[config.mk]
export PLATFORM = sky130hd
export DESIGN_NAME = id_branch_resolver
export DESIGN_NICKNAME = d
export VERILOG_FILES = /design/src/rtl/idbr_pkg.sv /design/src/rtl/idbr_track.sv /design/src/rtl/idbr_opsel.sv /design/src/rtl/idbr_resolve.sv /design/src/rtl/id_branch_resolver.sv
export SDC_FILE = /design/constraint.sdc
export NUM_CORES = 1
export LEC_CHECK = 0
export BUFFER_PORTS_ARGS = -buffer_cell sky130_fd_sc_hd__clkbuf_2
export CAP_MARGIN = 10
export CORE_MARGIN = 4
export CORE_UTILIZATION = 48
export CTS_CLUSTER_SIZE = 20
export DETAILED_ROUTE_END_ITERATION = 7
export HOLD_SLACK_MARGIN = 0.06
export PLACE_DENSITY = 0.91
export SYNTH_ARGS = -nofsm -noshare
export SYNTH_HDL_FRONTEND = slang
export SYNTH_SLANG_ARGS = --single-unit
[constraint.sdc]
create_clock -name clk -period 6.1 [get_ports clk]
set_clock_uncertainty 0.15 [all_clocks]
set_input_delay 1.525 -clock clk [delete_from_list [all_inputs] [get_ports clk]]
set_output_delay 1.525 -clock clk [all_outputs]
set_load 0.01 [all_outputs]
[src/rtl/idbr_pkg.sv]
package idbr_pkg;
  // Register address width of the pipeline.
  parameter int unsigned RA_W = 5;

  // What an in-flight instruction will write back.
  typedef struct packed {
    logic            wr;
    logic            ld;
    logic [RA_W-1:0] rd;
  } slot_t;

  localparam slot_t SLOT_EMPTY = '0;

  // True when the slot will produce register r (register 0 never counts).
  function automatic logic produces(input slot_t s, input logic [RA_W-1:0] r);
    return s.wr && (s.rd == r) && (r != '0);
  endfunction
endpackage

[src/rtl/idbr_track.sv]
module idbr_track
  import idbr_pkg::*;
(
  input  logic            clk,
  input  logic            rst_sync_n,
  input  logic            id_valid,
  input  logic            id_is_br,
  input  logic [RA_W-1:0] id_rs,
  input  logic [RA_W-1:0] id_rt,
  input  logic            id_wr,
  input  logic [RA_W-1:0] id_rd,
  input  logic            id_ld,
  output logic            stall,
  output logic [1:0]      fwd_sel
);
  localparam int unsigned NSRC = 2;

  slot_t ex_q, mem_q, ex_d, mem_d;
  logic [RA_W-1:0] src [NSRC];
  logic [NSRC-1:0] not_ready;

  assign src[0] = id_rs;
  assign src[1] = id_rt;

  for (genvar g = 0; g < NSRC; g++) begin : g_src
    // Any producer in EX, or a load in MEM, has no value to offer yet.
    assign not_ready[g] = produces(ex_q, src[g]) ||
                          (produces(mem_q, src[g]) && mem_q.ld);
    // An ALU result sitting in EX/MEM can be bypassed.
    assign fwd_sel[g]   = produces(mem_q, src[g]) && !mem_q.ld;
  end

  assign stall = id_valid && id_is_br && (|not_ready);

  // Next-state: a held branch leaves a bubble behind it.
  always_comb begin
    mem_d = ex_q;
    if (id_valid && !stall) begin
      ex_d = '{wr: id_wr, ld: id_ld, rd: id_rd};
    end else begin
      ex_d = SLOT_EMPTY;
    end
  end

  always_ff @(posedge clk or negedge rst_sync_n) begin
    if (!rst_sync_n) begin
      ex_q  <= SLOT_EMPTY;
      mem_q <= SLOT_EMPTY;
    end else begin
      ex_q  <= ex_d;
      mem_q <= mem_d;
    end
  end
endmodule

[src/rtl/idbr_opsel.sv]
module idbr_opsel #(
  parameter int unsigned XW = 32
) (
  input  logic [XW-1:0] rf_val,
  input  logic [XW-1:0] fwd_val,
  input  logic          use_fwd,
  output logic [XW-1:0] op
);
  always_comb begin
    op = use_fwd ? fwd_val : rf_val;
  end
endmodule

[src/rtl/idbr_resolve.sv]
module idbr_resolve #(
  parameter int unsigned XW   = 32,
  parameter int unsigned OFFW = 16
) (
  input  logic [XW-1:0]   op_a,
  input  logic [XW-1:0]   op_b,
  input  logic            ne_sel,
  input  logic [XW-1:0]   pc4,
  input  logic [OFFW-1:0] off,
  output logic            cond,
  output logic [XW-1:0]   target
);
  localparam int unsigned PADW = XW - OFFW - 2;

  logic [XW-1:0] diff;
  logic          differ;

  assign diff   = op_a ^ op_b;
  assign differ = |diff;
  assign cond   = ne_sel ? differ : !differ;
  assign target = pc4 + {{PADW{off[OFFW-1]}}, off, 2'b00};
endmodule

[src/rtl/id_branch_resolver.sv]
module id_branch_resolver
  import idbr_pkg::*;
#(
  parameter int unsigned XW   = 32,
  parameter int unsigned OFFW = 16
) (
  input  logic            clk,
  input  logic            rst_n,
  input  logic            id_valid,
  input  logic            id_is_br,
  input  logic            id_bne,
  input  logic [RA_W-1:0] id_rs,
  input  logic [RA_W-1:0] id_rt,
  input  logic [OFFW-1:0] id_off,
  input  logic [XW-1:0]   id_pc4,
  input  logic            id_wr,
  input  logic [RA_W-1:0] id_rd,
  input  logic            id_ld,
  input  logic [XW-1:0]   rf_rs_val,
  input  logic [XW-1:0]   rf_rt_val,
  input  logic [XW-1:0]   exmem_val,
  output logic            br_taken,
  output logic [XW-1:0]   br_target,
  output logic            stall_id,
  output logic            flush_if
);
  localparam int unsigned NSRC = 2;

  logic          rst_meta, rst_sync_n;
  logic [1:0]    fwd_sel;
  logic [XW-1:0] rf_v [NSRC];
  logic [XW-1:0] op   [NSRC];
  logic          cond;

  // Asynchronous assert, synchronous release.
  always_ff @(posedge clk or negedge rst_n) begin
    if (!rst_n) begin
      rst_meta   <= 1'b0;
      rst_sync_n <= 1'b0;
    end else begin
      rst_meta   <= 1'b1;
      rst_sync_n <= rst_meta;
    end
  end

  idbr_track u_track (
    .clk        (clk),
    .rst_sync_n (rst_sync_n),
    .id_valid   (id_valid),
    .id_is_br   (id_is_br),
    .id_rs      (id_rs),
    .id_rt      (id_rt),
    .id_wr      (id_wr),
    .id_rd      (id_rd),
    .id_ld      (id_ld),
    .stall      (stall_id),
    .fwd_sel    (fwd_sel)
  );

  assign rf_v[0] = rf_rs_val;
  assign rf_v[1] = rf_rt_val;

  for (genvar g = 0; g < NSRC; g++) begin : g_op
    idbr_opsel #(.XW(XW)) u_opsel (
      .rf_val  (rf_v[g]),
      .fwd_val (exmem_val),
      .use_fwd (fwd_sel[g]),
      .op      (op[g])
    );
  end

  idbr_resolve #(.XW(XW), .OFFW(OFFW)) u_resolve (
    .op_a   (op[0]),
    .op_b   (op[1]),
    .ne_sel (id_bne),
    .pc4    (id_pc4),
    .off    (id_off),
    .cond   (cond),
    .target (br_target)
  );

  assign br_taken = id_valid && id_is_br && !stall_id && cond;
  assign flush_if = br_taken;
endmodule

==> metrics.txt <==
die height=98.88 um; Die X=~99 um; CTS Sinks=16; CTS Buf Count=3; wirelength, routed=between 10000 and 15000 um; first-pass GRT wire length=~22000 um; root buffer cell=clkbuf_8; CTS tree=built; WL/cell=16.73 um; most frequent cells in the layout=clkbuf_2, xnor2_1, nand2_1; Worst Tran Pin Value=about 0.62 ns; worst relative slew slack=0.5812; Cell Area, Synth=approximately 4000 sq um; WP data required=approximately 4.4 ns; Tmin final=roughly 6.0 ns; pre-CTS setup slack=about 0.15 ns; WP depth=11; EDFF count, synth=0; startpoint types=input port; Worst setup startpoint=id_rt[1]; initial antenna violation count=0; number of fill cells=~660; most common cell after layout, fill and taps aside=clkbuf_2; Initial Util=0.5025; Leak=approximately 2.2 nW; I/O pins=~200; total nets after synthesis=around 720; Final Net Count=906; Reg clk slew, reported paths=0.06 ns; drt first pass iters=7; antenna viol nets, final=0; P&R area growth vs syn=28.12%; highest clock rate=roughly 170 MHz; Clock Latency Late Sink=~0.24 ns; Critical Path Sink=flush_if; Fin. Hold Viols=0; CP cell instances=clkbuf_2 -> or4_4 -> nor2_8 -> or3_1 -> nand2_2 -> o311ai_0 -> nand4_1 -> nor4_1 -> nand2_1 -> mux2i_1 -> clkbuf_2; # DRC=0; final worst slack=roughly 0.12 ns; Crit. End Element=output port; R2R cell count=6; most common flop cell mapped by yosys=dfrtp_1; largest net degree at the start of global routing=36; grt total ovfl=0; initial drt markers=between 300 and 400; Area after DPL=roughly 5000 sq um; ys async rst share=1.000; ANT cells=0; final instance area=5079 sq um; Max Cap Viol=0; CP max stage cell=or4_4; row cnt=32; fraction of layout cells with a size suffix above 1=0.3230; GP Congestion=just under 1; syn avg cell area=around 7.5 sq um; power density over the cells=around 120 nW/um^2; cell mode on critical path=clkbuf_2; drt via density=roughly 6.3; number of global-route vias before repair=between 4000 and 5000; Peak VDD IR=about 160 uV; die area=9776 sq um; GRT Resource Usage Total=0.2573; Tcrit/Tclk final=0.9802; IO Port Bufs=approximately 200; R2R Path Start=u_track.mem_q[2]$_DFF_PN0_; Worst Hold Class=reg2async; core area=7888 sq um; Via Count=5096; post-synthesis cell count=between 500 and 600; highest net fanout along the worst path=32; final HPWL from detailed placement=between 10000 and 15000 um; register bit total from synthesis=16; R2R Path End=u_track.ex_q[0]$_DFF_PN0_; final setup vio count=0; WP data arrival=4.30 ns; H-tree depth=1; Crit path buffers/inverters=2; Worst path max stage delay=approximately 0.58 ns; Crit Path Class=in2out; max-slew violations=0; outcome=complete, no violations; sequential-to-total area share from yosys stat=0.1010; reg-to-reg setup timing slack=about 3.9 ns; post-synth cell types=57; cell family with most CP delay=simple AND/OR/NAND/NOR gates; total negative slack=0 ns; maximum buffer depth of the clock tree=2; yosys warns=0
[cells in the mapped netlist (all sizes together), types with 2 or more instances]
| cell type | instances | share of area |
|---|---|---|
| or2 | 34 | 0.054 |
| xnor2 | 61 | 0.13 |
| nor4 | 4 | 0.0063 |
| nor2b | 6 | 0.0095 |
| dfrtp | 16 | 0.10 |
| o21ai | 47 | 0.059 |
| o21bai | 3 | 0.0057 |
| buf | 13 | 0.021 |
| clkbuf | 16 | 0.015 |
| o311ai | 32 | 0.071 |
| o21a | 3 | 0.0057 |
| nand2b | 3 | 0.0047 |
| ha | 29 | 0.092 |
| nand2 | 51 | 0.049 |
| xor2 | 19 | 0.042 |
| o211ai | 2 | 0.0038 |
| and3 | 4 | 0.0063 |
| a31oi | 7 | 0.011 |
| nor3 | 4 | 0.0063 |
| or3 | 3 | 0.0047 |
| or4 | 2 | 0.0047 |
| a21o | 7 | 0.013 |
| a211oi | 3 | 0.0057 |
| nand3 | 5 | 0.0063 |
| a21oi | 22 | 0.028 |
| a2111oi | 32 | 0.071 |
| inv | 15 | 0.014 |
| nand4 | 11 | 0.017 |
| nor2 | 23 | 0.026 |
| a41oi | 32 | 0.071 |
[how the worst min path moves through the flow]
stage                                       to  slack, ns
detailed placement   u_track.ex_q[4]$_DFF_PN0_       0.08
CTS                 u_track.mem_q[1]$_DFF_PN0_       0.08
floorplan            u_track.ex_q[0]$_DFF_PN0_       0.02
finish              u_track.mem_q[4]$_DFF_PN0_       0.06
global route        u_track.mem_q[4]$_DFF_PN0_       0.12
global placement    u_track.mem_q[4]$_DFF_PN0_       0.08
[where the power goes]
group / switching [mW] / total, mW / internal [mW] / leakage, nW
combinational: 0.208 / 0.390 / 0.182 / 2.00
clock: 0.0331 / 0.0903 / 0.0572 / 0.0288
sequential: 0.00627 / 0.118 / 0.112 / 0.204
[through the flow]
stage	utilization	std cells	hold WS (ns)	total power, mW
6_report	0.6439	811	0.06488	0.5985
3_5_place_dp	0.6347	806	0.07863	0.5051
5_1_grt	0.6439	811	0.1196	0.6459
2_1_floorplan	-	527	0.02351	0.3469
4_1_cts	0.6417	810	0.08263	0.5977
3_3_place_gp	0.6347	806	0.07611	0.4912
[worst register-to-register path: cells and delay by family, from the launching register on]
family,cells,cell delay [ns]
AO/OA/AOI/OAI,3,0.74
AND/OR/NAND/NOR,2,0.58
XOR/XNOR,1,0.18
flip-flops,1,0.41
[sequential cells by signal (all words and copies together), names as in the netlist]
signal and flops:
rst_sync_n 1, u_track.ex_q 7, u_track.mem_q 7, rst_meta 1
[cell families after synthesis]
family / count (synthesis) / share of synthesized area
AO/OA/AOI/OAI: 201 / 0.3690
AND/OR/NAND/NOR: 154 / 0.2033
XOR/XNOR: 80 / 0.1768
buffers and inverters: 44 / 0.04987
adder cells (fa/ha/maj): 30 / 0.09659
flip-flops: 16 / 0.1010
other: 1 / 0.0009461
multiplexers: 1 / 0.002525
[final cells by class]
| type | instances | area, sq um | share of cell area |
|---|---|---|---|
| clock buffer | 4 | 55.05 | 0.01084 |
| tap | 102 | 127.6 | 0.02513 |
| timing repair buffer | 207 | 1067 | 0.2101 |
| inverter | 15 | 56.30 | 0.01109 |
| sequential | 16 | 400.4 | 0.07884 |
| multi-input combinational | 467 | 3372 | 0.6640 |
[metal layers]
metal	GRT usage	share of wire	vias to the layer above
met3	0.03892	0.077	64
met1	0.2860	0.37	2363
met2	0.4747	0.51	241
li1	-	-	2428
met4	0.1218	0.046	0
met5	0	0	-
[what timing repair did]
item                                    4_1_cts  5_1_grt
resized for setup                             0        8
endpoints found under the setup margin        0        2
setup buffers                                 0        0
hold buffers                                  0        0
No activity file was read; power rests on OpenSTA's default activity.
